## config.mk

```make
export PLATFORM = sky130hd
export DESIGN_NAME = sd_busy_watch
export DESIGN_NICKNAME = d
export VERILOG_FILES = /design/src/rtl/sdb_pkg.sv /design/src/rtl/sdb_sync.sv /design/src/rtl/sdb_timer.sv /design/src/rtl/sdb_track.sv /design/src/rtl/sd_busy_watch.sv
export SDC_FILE = /design/constraint.sdc
export NUM_CORES = 1
export LEC_CHECK = 0
export ABC_AREA = 1
export CORE_UTILIZATION = 25
export CTS_BUF_LIST = sky130_fd_sc_hd__clkbuf_8
export DETAILED_ROUTE_END_ITERATION = 8
export PLACE_DENSITY_LB_ADDON = 0.15
export SLEW_MARGIN = 5
export SYNTH_ARGS = -nofsm -noshare
export SYNTH_HDL_FRONTEND = slang
export SYNTH_SLANG_ARGS = --single-unit
```

## constraint.sdc

```tcl
create_clock -name clk -period 1.7 [get_ports clk]
set_input_delay 0.34 -clock clk [delete_from_list [all_inputs] [get_ports clk]]
set_output_delay 0.34 -clock clk [all_outputs]
set_load 0.02 [all_outputs]
```

## src/rtl/sdb_pkg.sv

```systemverilog
`timescale 1ns/1ps
package sdb_pkg;
  localparam int BIT_TMO  = 3;
  localparam int BIT_LIVE = 20;
  localparam int BIT_END  = 21;
  localparam int unsigned DEFAULT_BUSY_MS = 1000;

  typedef enum logic [1:0] {PH_IDLE = 2'd0, PH_PROBE = 2'd1, PH_BUSY = 2'd2} phase_e;

  // Busy duration in ms to card clocks; 0 ms means "not given".
  function automatic longint unsigned busy_ticks(input int unsigned ms,
                                                 input longint unsigned clk_hz);
    longint unsigned t;
    t = (ms == 0) ? longint'(DEFAULT_BUSY_MS) : longint'(ms);
    return (t * clk_hz) / 1000;
  endfunction
endpackage

```

## src/rtl/sdb_sync.sv

```systemverilog
`timescale 1ns/1ps
module sdb_sync #(
  parameter int STAGES = 2
) (
  input  logic clk,
  input  logic rst_n,
  input  logic din,
  output logic line,
  output logic line_prev
);
  // chain[STAGES-1] is the synchronised level, chain[STAGES] its previous value
  logic [STAGES:0] chain;

  always_ff @(posedge clk or negedge rst_n) begin
    if (!rst_n) chain <= '1;
    else        chain <= {chain[STAGES-1:0], din};
  end

  assign line      = chain[STAGES-1];
  assign line_prev = chain[STAGES];
endmodule

```

## src/rtl/sdb_timer.sv

```systemverilog
`timescale 1ns/1ps
module sdb_timer #(
  parameter int TW = 32
) (
  input  logic          clk,
  input  logic          rst_n,
  input  logic          load,
  input  logic [TW-1:0] ld_val,
  input  logic          run,
  output logic [TW-1:0] count,
  output logic          expire
);
  logic [TW-1:0] cnt_q;

  assign expire = run && !load && (cnt_q == TW'(1));
  assign count  = cnt_q;

  always_ff @(posedge clk or negedge rst_n) begin
    if (!rst_n)                   cnt_q <= '0;
    else if (load)                cnt_q <= ld_val;
    else if (run && cnt_q != '0)  cnt_q <= cnt_q - TW'(1);
  end
endmodule

```

## src/rtl/sdb_track.sv

```systemverilog
`timescale 1ns/1ps
module sdb_track
  import sdb_pkg::*;
#(
  parameter int WIN = 8
) (
  input  logic   clk,
  input  logic   rst_n,
  input  logic   line,
  input  logic   line_prev,
  input  logic   rsp_done,
  input  logic   rsp_busy,
  input  logic   cmd_err,
  input  logic   expire,
  output phase_e phase,
  output logic   run,
  output logic   end_evt
);
  localparam int WCW = (WIN > 1) ? $clog2(WIN) : 1;

  phase_e         ph_q, ph_n;
  logic [WCW-1:0] wc_q, wc_n;
  logic           release_edge;

  assign release_edge = line && !line_prev;

  always_comb begin
    ph_n    = ph_q;
    wc_n    = wc_q;
    end_evt = 1'b0;
    case (ph_q)
      PH_IDLE: if (rsp_done && rsp_busy && !cmd_err) begin
        ph_n = PH_PROBE;
        wc_n = '0;
      end
      PH_PROBE: begin
        if (cmd_err || expire)           ph_n = PH_IDLE;
        else if (!line)                  ph_n = PH_BUSY;
        else if (wc_q == WCW'(WIN - 1))  ph_n = PH_IDLE;
        else                             wc_n = wc_q + WCW'(1);
      end
      PH_BUSY: begin
        if (cmd_err || expire) ph_n = PH_IDLE;
        else if (release_edge) begin
          end_evt = 1'b1;
          ph_n    = PH_IDLE;
        end
      end
      default: ph_n = PH_IDLE;
    endcase
  end

  always_ff @(posedge clk or negedge rst_n) begin
    if (!rst_n) begin
      ph_q <= PH_IDLE;
      wc_q <= '0;
    end else begin
      ph_q <= ph_n;
      wc_q <= wc_n;
    end
  end

  assign phase = ph_q;
  assign run   = (ph_q != PH_IDLE);
endmodule

```

## src/rtl/sd_busy_watch.sv

```systemverilog
`timescale 1ns/1ps
module sd_busy_watch
  import sdb_pkg::*;
#(
  parameter int TMR_W       = 32,
  parameter int STAT_W      = 32,
  parameter int PROBE_WIN   = 8,
  parameter int SYNC_STAGES = 2
) (
  input  logic              clk,
  input  logic              rst_n,
  input  logic              dat0_in,
  input  logic              rsp_done,
  input  logic              rsp_busy,
  input  logic              cmd_err,
  input  logic              tmr_wr,
  input  logic [TMR_W-1:0]  tmr_wdata,
  input  logic              clr_wr,
  input  logic [STAT_W-1:0] clr_data,
  input  logic [STAT_W-1:0] irq_mask,
  output logic [STAT_W-1:0] status,
  output logic              irq
);
  localparam logic [STAT_W-1:0] IRQ_SRC =
    (STAT_W'(1) << BIT_END) | (STAT_W'(1) << BIT_TMO);

  // named internal events, visible to the bound checker
  logic             line, line_prev;
  logic             run, end_evt, tmo_evt;
  logic [TMR_W-1:0] tmr_cnt;
  phase_e           phase;
  logic             end_q, tmo_q;

  sdb_sync #(.STAGES(SYNC_STAGES)) u_sync (
    .clk(clk), .rst_n(rst_n), .din(dat0_in),
    .line(line), .line_prev(line_prev)
  );

  sdb_timer #(.TW(TMR_W)) u_tmr (
    .clk(clk), .rst_n(rst_n), .load(tmr_wr), .ld_val(tmr_wdata),
    .run(run), .count(tmr_cnt), .expire(tmo_evt)
  );

  sdb_track #(.WIN(PROBE_WIN)) u_trk (
    .clk(clk), .rst_n(rst_n), .line(line), .line_prev(line_prev),
    .rsp_done(rsp_done), .rsp_busy(rsp_busy), .cmd_err(cmd_err),
    .expire(tmo_evt), .phase(phase), .run(run), .end_evt(end_evt)
  );

  // sticky flags: a new event wins over a clear in the same cycle
  always_ff @(posedge clk or negedge rst_n) begin
    if (!rst_n) begin
      end_q <= 1'b0;
      tmo_q <= 1'b0;
    end else begin
      end_q <= end_evt || (end_q && !(clr_wr && clr_data[BIT_END]));
      tmo_q <= tmo_evt || (tmo_q && !(clr_wr && clr_data[BIT_TMO]));
    end
  end

  always_comb begin
    status           = '0;
    status[BIT_LIVE] = !line;
    status[BIT_END]  = end_q;
    status[BIT_TMO]  = tmo_q;
  end

  assign irq = |(status & irq_mask & IRQ_SRC);
endmodule

```

# Word level (Yosys, flattened, before mapping)
# Index checks and enable logic that the tools add are counted.
# W data, S select, Z words.
[word_totals]
memories = 0
rom_bits = 0
out_inout_bits = 33
mem_bits_rw = 0
latchBits = 0
reg_bits = 42
[classes]
shift = 0
muxes = 17
add_sub_neg = 2
n_reduce_logical = 27
n_bitwise = 1
multipliers = 0
n_div = 0
n_eq_ne = 10
magnitude_cmp = 0
[ops]
columns = ["operator", "n"]
rows = [
  ["$mux W32", 2],
  ["$eq A32 B1 Y1 const B", 1],
  ["$reduce_bool A32 Y1", 1],
  ["$sub A32 B1 Y32 const B", 1],
  ["$and A22 B22 Y22", 1],
  ["$mux W2", 6],
  ["$mux W3", 4],
  ["$logic_and A1 B1 Y1", 10],
  ["$logic_not A1 Y1", 6],
  ["$ne A2 B2 Y1 const B", 3],
  ["$pmux W2 S3", 1],
  ["$pmux W3 S2", 1],
  ["$reduce_bool A2 Y1", 3],
  ["$reduce_and A5 Y1", 1],
  ["$ne A4 B2 Y1 const B", 1],
  ["$add A3 B1 Y3 const B", 1],
  ["$eq A3 B3 Y1 const B", 1],
  ["$logic_or A1 B1 Y1", 3],
  ["$mux W1", 3],
  ["$ne A3 B1 Y1 const B", 1],
  ["$reduce_and A3 Y1", 1],
  ["$eq A2 B1 Y1 const B", 1],
  ["$eq A2 B2 Y1 const B", 1],
  ["$logic_not A2 Y1", 1],
  ["2 further kinds", 2],
]

# Depth between registers and ports, before layout
# Gate-level depths: netlist of the first run.
[logic_depth]
ltp_word = 7
mapped_depth = 13

# Hierarchy
# Synthesis of the first run repeated with hierarchy kept, for this count alone.
[hier_totals]
cells_unflattened = 497
area_unflattened_um2 = 3206.8
[modules_own_cells]
columns = ["mod", "instances", "cells_per_inst", "area_per_inst_um2", "seq_area_each_um2"]
rows = [
  ["sdb_timer", 1, 409, 2468.6, 800.8],
  ["sd_busy_watch", 1, 46, 331.6, 50.0],
  ["sdb_track", 1, 39, 327.8, 125.1],
  ["sdb_sync", 1, 3, 78.8, 78.8],
]

# Worst setup path before layout of the first run
# Ideal clock, no wire load.
[synth_timing]
kind = "register to register"
start = "register u_tmr.cnt_q[0], in the netlist u_tmr.count[0]"
end = "register u_tmr.cnt_q[18], in the netlist u_tmr.count[18]"
stages_incl_launch_ff = 13
path_buffers = 1
path_slack_ps = -28
arrival_ps = 1611
setup_ps = 117
cell_sequence = "dfrtp_1 inv_1 ha_1 nand2_2 nor2_4 nand2_1 nor2_1 nand2_1 nand2_1 nand2_2 buf_2 nand3_1 nand2_1"
[synth_via]
elab_chain_len = 3
word_cells_on_any_way = 6
[synth_rtl]
columns = ["item", "line", "source"]
rows = [
  ["start, declared", "sdb_timer.sv:13", "logic [TW-1:0] cnt_q;"],
  ["start signal, assigned", "sdb_timer.sv:20", "else if (load) cnt_q <= ld_val;"],
  ["start signal, assigned", "sdb_timer.sv:21", "else if (run && cnt_q != '0) cnt_q <= cnt_q - TW'(1);"],
  ["$sub A32 B1 Y32 or $reduce_bool A32 Y1 (tied branches)", "sdb_timer.sv:21", ""],
  ["$mux W32 or $logic_and A1 B1 Y1 (tied branches)", "sdb_timer.sv:21", ""],
  ["$mux W32 or $reduce_bool A2 Y1 (tied branches)", "--", ""],
]
# Parallel ways exist; a longest one is shown, timed or not. The select of a mux whose other input is x is not followed.
# A chain may end at the register's enable or synchronous reset.

# Worst setup path after layout of the first run
[layout_timing]
start = "register u_tmr.cnt_q[2], in the netlist u_tmr.count[2]"
end = "register u_tmr.cnt_q[5], in the netlist u_tmr.count[5]"
# Same word-level chain as after synthesis.

==> results of run 1 <==
[metrics by stage]
stage                     power, mW  utilization  area, µm²  setup slack, ps
after global placement         2.65        0.342       4310             -166
after CTS                      3.73        0.355       4480             2.29
final                          3.80        0.371       4690             58.1
after detailed placement       2.67        0.342       4310             -171
after floorplan                2.06            -       3340             5.71
after global routing           4.08        0.371       4690            -55.5
[registers in the layout (all words and copies together) (netlist names)]
| register | count |
|---|---|
| u_tmr.count | 32 |
| u_sync.chain | 3 |
| u_trk.wc_q | 3 |
| u_trk.phase | 2 |
| end_q | 1 |
| tmo_q | 1 |
[kinds of logic after synthesis]
logic type,count (synthesis),synth area share
buf+inv,88,0.145
flops,42,0.326
simple gates,342,0.453
other cells,1,0.00116
compound gates,34,0.0561
xor+xnor,1,0.00271
fa+ha+maj,4,0.0155
[path summary, 6_finish.rpt]
| path | startpoint | endpoint |
|---|---|---|
| worst min-delay path | u_sync.chain[0]$_DFF_PN1_ | u_sync.chain[1]$_DFF_PN1_ |
| worst min register to register | u_sync.chain[0]$_DFF_PN1_ | u_sync.chain[1]$_DFF_PN1_ |
| min in group asynchronous | rst_n | u_tmr.count[26]$_DFFE_PN0P_ |
| worst max register to register | u_tmr.count[2]$_DFFE_PN0P_ | u_tmr.count[5]$_DFFE_PN0P_ |
| max in group asynchronous | rst_n | u_sync.chain[0]$_DFF_PN1_ |
| worst max-delay path | u_tmr.count[2]$_DFFE_PN0P_ | u_tmr.count[5]$_DFFE_PN0P_ |
[cell usage after synthesis (all sizes together), types with 4 or more instances]
cell    number  area (µm²)
o21ai       22         110
nand2      173         654
or2         15        93.8
nand4       15        93.8
dfrtp       39         976
ha           4        50.1
clkbuf       4        15.0
inv         43         161
nand3       51         255
nor2        80         320
a21oi        5        25.0
buf         40         289
a31oi        6        37.5
[power by group]
part / leakage (nW) / total, mW / internal [mW] / switching, mW
sequential: 0.514 / 1.30 / 1.15 / 0.147
combinational: 1.72 / 1.49 / 0.681 / 0.807
clock: 0.0683 / 1.01 / 0.589 / 0.425
total: 2.30 / 3.80 / 2.42 / 1.38
[routing by layer]
layer / wire length, µm / track usage
met3: 351 / 0.0230
met5: 0 / 0
met4: 135 / 0.0444
met1: 4780 / 0.206
met2: 4880 / 0.270
[cell type report]
cell class | instances | area [µm²] | area share
Sequential cell | 42 | 1060 | 0.225
Multi-Input combinational cell | 410 | 1970 | 0.421
Timing Repair Buffer | 119 | 1130 | 0.242
Tap cell | 172 | 215 | 0.0459
Clock inverter | 3 | 68.8 | 0.0147
Clock buffer | 5 | 68.8 | 0.0147
Inverter | 44 | 170 | 0.0363
[worst register-to-register path, cell delays in order, from the launching register on]
cell and delay, ps:
dfrtp_1 450, nor2_4 180, nand2_4 70, nor2_4 110, nand2_1 60, nor2_1 80
nand2_1 60, nand2_2 110, nand2_8 100, clkbuf_16 190, nand2_1 60, o21ai_1 60
[what timing repair did]
item / 4_1_cts / 5_1_grt
resized for setup: 6 / 49
hold buffers: 1 / 0
setup buffers: 0 / 3
hold endpoints to repair: 3 / 0
setup endpoints to repair: 34 / 40
pin swaps: 0 / 4
gates cloned: 0 / 2
==> impl_metrics.csv, run 1 <==
group,metric,value,unit
final_layout,synthToLayoutAreaGrowth,44.9,%
run,cap_violations,0,
die,die_x,116,µm
clocking,cts_made_buffers,5,
global_route,grt_pass1_vias,3332,
sta,period_minus_slack,1640,ps
power_and_ir_drop,p_leak,2.30,nW
clocking,htree_levels,2,
clocking,clk_pin_slew,100,ps
worst_setup_path,required,1910,ps
sta,finalCritPeriodShare,0.966,
sta,finalHoldViolCount,0,
synthesis,ys_seq_elements,42,
drt,drt-wirelength-per-cell,12.8,µm
synthesis,synth_cells,512,
global_route,overflow,0,
die,core,0.0126,mm²
worst_setup_path,startpoint_type,"register",
synthesis,avgSynthCellArea,6.32,µm²
worst_setup_path,path_buf_inv,1,
drt,drc,0,
clocking,clock-sinks,42,
sta,rsz0062_at_grt,"true",
power_and_ir_drop,max-vdd-ir-drop,0.404,mV
min_path,min_path_cells,0,
clocking,clock_path_buffers,2,
global_route,grtUsageTotal,0.158,
drt,num_vias,3459,
sta,hold_ws,360,ps
synthesis,netlist_area,0.00324,mm²
final_layout,drive_gt1_frac,0.236,
synthesis,synth-edff-count,0,
min_path,min_path_type,"reg2reg",
placed_design,place_congestion,0.848,
final_layout,diodes,0,
sta,drv_slew,0,
final_layout,layout.nets,730,
drt,drtIter0Drc,139,
worst_setup_path,critPathMaxStageDelay,450,ps
worst_setup_path,path_depth,11,
worst_setup_path,path_max_fanout,13,
worst_setup_path,worst_r2r_path_depth,11,
drt,ant_nets,0,
worst_setup_path,crit_family,"simple AND/OR/NAND/NOR gates",
worst_setup_path,worst-setup-path-type,"reg2reg",
sta,skew,6.83,ps
final_layout,layout_commonest_cell,"nand2_1",
die,fp-row-count,41,
placed_design,dp_hpwl,7.75,mm
global_route,grt_max_degree,43,
drt,firstDrtPassIters,5,
die,pin_count,137,
worst_setup_path,cpMaxStageDelayCell,"dfrtp_1",
synthesis,ys_warn_count,0,
die,die_h,116,µm
worst_setup_path,r2r_slack,60,ps
clocking,cts_root_buffer,"clkbuf_8",
drt,via_per_inst,4.35,
final_layout,fillCellCount,1422,
global_route,antenna_found_initial,0,
placed_design,numPortBuffers,47,
placed_design,dpl.cell_count,782,
synthesis,ys.flop_type,"dfrtp_1",
final_layout,layout_common_cells,"nand2_1 (158), nor2_1 (65), buf_4 (62)",
clocking,clock_latency,320,ps
synthesis,synth_cell_types,29,
synthesis,ys_seq_area_frac,0.326,
synthesis,async_reset_ff_frac,1.00,
die,dieArea,0.0134,mm²
die,start_util,0.256,
worst_setup_path,crit_arrival,1860,ps
sta,finalSetupViolCount,0,
power_and_ir_drop,power.density,811,mW/mm²
worst_setup_path,endpoint_kind,"register",
final_layout,instances_no_fill,795,
drt,drt-total-wl,10.1,mm
sta,tns,0,ps
clocking,tritoncts,"yes",
worst_setup_path,cpMostUsedCell,"nand2_1",
status,status,"complete, no violations",
worst_setup_path,path_cells,"nor2_4 > nand2_4 > nor2_4 > nand2_1 > nor2_1 > nand2_1 > nand2_2 > nand2_8 > clkbuf_16 > nand2_1 > o21ai_1",
sta,max_clock_freq,0.609,GHz
global_route,grt_pass1_wl,16.2,mm
(Power assumes the default switching activity.)
==> run 2, diff against run 1 <==
--- a/config.mk
+++ b/config.mk
@@ -9,7 +9,7 @@
 export CORE_UTILIZATION = 25
 export CTS_BUF_LIST = sky130_fd_sc_hd__clkbuf_8
 export DETAILED_ROUTE_END_ITERATION = 8
-export PLACE_DENSITY_LB_ADDON = 0.15
+export PLACE_DENSITY = 0.65
 export SLEW_MARGIN = 5
 export SYNTH_ARGS = -nofsm -noshare
 export SYNTH_HDL_FRONTEND = slang
==> impl_metrics.csv, run 2 (synthesis results as in run 1) <==
group,metric,value,unit
sta,rsz0062_at_grt,"true",
clocking,htree_levels,2,
clocking,cts_root_buffer,"clkbuf_8",
drt,num_vias,3556,
die,dieArea,0.0134,mm²
final_layout,stdcell_area,0.00470,mm²
global_route,grt_max_degree,43,
sta,hold_ws,-3.18,ps
final_layout,layout_commonest_cell,"nand2_1",
power_and_ir_drop,p_leak,2.31,nW
drt,ant_nets,0,
status,violations,"negative hold slack, negative setup slack",
global_route,grt_pass1_wl,15.0,mm
global_route,overflow,0,
drt,drt-wirelength-per-cell,12.6,µm
die,die_h,116,µm
final_layout,largest_reg_flops,32,
die,fp-row-count,41,
global_route,grt_pass1_vias,3222,
worst_setup_path,path_cells,"inv_2 > ha_4 > nand2_4 > nor2_4 > nand2_1 > nor2_2 > nand2_2 > nand2_4 > nand2_8 > inv_8 > clkbuf_16 > nand2_1 > nand2_1",
worst_setup_path,crit_start,"u_tmr.count[1]$_DFFE_PN0P_",
sta,finalSetupViolCount,7,
worst_setup_path,endpoint_kind,"register",
clocking,clock_path_buffers,2,
clocking,clock_latency,310,ps
worst_setup_path,required,1950,ps
final_layout,final_util,0.373,
power_and_ir_drop,max-vdd-ir-drop,0.341,mV
die,pin_count,137,
die,core,0.0126,mm²
die,die_x,116,µm
placed_design,dp_hpwl,7.05,mm
placed_design,postPlaceCellArea,0.00422,mm²
die,start_util,0.256,
worst_setup_path,crit_arrival,1960,ps
drt,drtIter0Drc,189,
drt,drc,0,
sta,finalCritPeriodShare,1.01,
power_and_ir_drop,power.density,783,mW/mm²
worst_setup_path,path_buf_inv,3,
worst_setup_path,startpoint_type,"register",
worst_setup_path,crit_family,"simple AND/OR/NAND/NOR gates",
clocking,postCtsHoldBufs,0,
worst_setup_path,critPathMaxStageDelay,410,ps
clocking,clock-sinks,42,
drt,firstDrtPassIters,5,
final_layout,fillCellCount,1350,
worst_setup_path,worst-setup-path-type,"reg2reg",
global_route,antenna_found_initial,0,
placed_design,place_congestion,0.874,
clocking,tritoncts,"yes",
final_layout,synthToLayoutAreaGrowth,45.4,%
run,cap_violations,0,
sta,max_clock_freq,0.585,GHz
worst_setup_path,cpMaxStageDelayCell,"dfrtp_1",
status,status,"complete, but fails checks",
final_layout,layout_common_cells,"nand2_1 (139), nor2_1 (65), buf_4 (57)",
final_layout,multi_input_area,0.00206,mm²
sta,tns,-33.9,ps
worst_setup_path,r2r_start,"u_tmr.count[1]$_DFFE_PN0P_",
placed_design,numPortBuffers,47,
min_path,min_path_type,"in2async",
clocking,cts_made_buffers,5,
sta,skew,6.96,ps
final_layout,drive_gt1_frac,0.263,
clocking,clk_pin_slew,90,ps
final_layout,diodes,0,
sta,setup_ws,-8.99,ps
sta,drv_slew,0,
drt,drt-total-wl,9.95,mm
worst_setup_path,path_max_fanout,7,
final_layout,seq_area,0.00106,mm²
sta,finalHoldViolCount,2,
global_route,grtUsageTotal,0.144,
final_layout,layout.nets,727,
sta,period_minus_slack,1710,ps
drt,via_per_inst,4.49,
worst_setup_path,cpMostUsedCell,"nand2_1",
-- run 2: cell types whose count changed in the layout (fill, tap and decap cells not counted), moves of 3 or more --
cell     delta
buf_6       +5
buf_4       -5
nand3_2     -3
nand2_2    +10
nand3_1     +3
buf_12      -4
nand2_1    -19
nand2_4    +10
o21ai_1     -4
-- run 2: routing by layer --
metal / part of all wire / GRT usage / vias up / wire length (µm)
met1: 0.45 / 0.188 / 1651 / 4510
met2: 0.47 / 0.244 / 111 / 4630
met3: 0.063 / 0.0314 / 15 / 627
met5: 0 / 0 / - / 0
met4: 0.018 / 0.0299 / 0 / 177
li1: - / - / 1779 / -
-- run 2: cell type report --
cell class                 instances  area share
inverter                          44      0.0367
sequential                        42       0.225
timing repair buffer             115       0.231
tap                              172      0.0457
clock buffer                       5      0.0146
multi-input combinational        411       0.437
clock inverter                     3     0.00957
-- run 2: stage by stage --
stage | power (mW) | worst slack (ps) | instances
finish | 3.68 | -8.99 | 792
global placement | 2.59 | -145 | 777
CTS | 3.49 | -0.0691 | 785
detailed placement | 2.60 | -158 | 777
floorplan | 2.06 | 5.71 | 540
global route | 3.92 | -111 | 792
-- run 2: report_power, final --
| group | switching [mW] | leakage, nW | internal (mW) | total [mW] |
|---|---|---|---|---|
| Combinational | 0.855 | 1.75 | 0.685 | 1.54 |
| Clock | 0.406 | 0.0504 | 0.438 | 0.844 |
| Sequential | 0.147 | 0.513 | 1.15 | 1.30 |
-- run 2: final timing paths --
kind,end,slack (ps),depth (start not counted)
max in group asynchronous,u_sync.chain[0]$_DFF_PN1_,1430,2
worst max-delay path,u_tmr.count[28]$_DFFE_PN0P_,-9,13
min in group clk,u_sync.chain[1]$_DFF_PN1_,360,0
worst max register to register,u_tmr.count[28]$_DFFE_PN0P_,-9,13
worst min register to register,u_sync.chain[1]$_DFF_PN1_,360,0
worst min-delay path,u_tmr.count[1]$_DFFE_PN0P_,-3,2
-- run 2: repair_timing --
action	CTS	global route
pin swaps	0	16
setup buffers	0	2
setup endpoints to repair	34	40
hold endpoints to repair	0	0
gates resized for setup	12	72
cloned	0	5
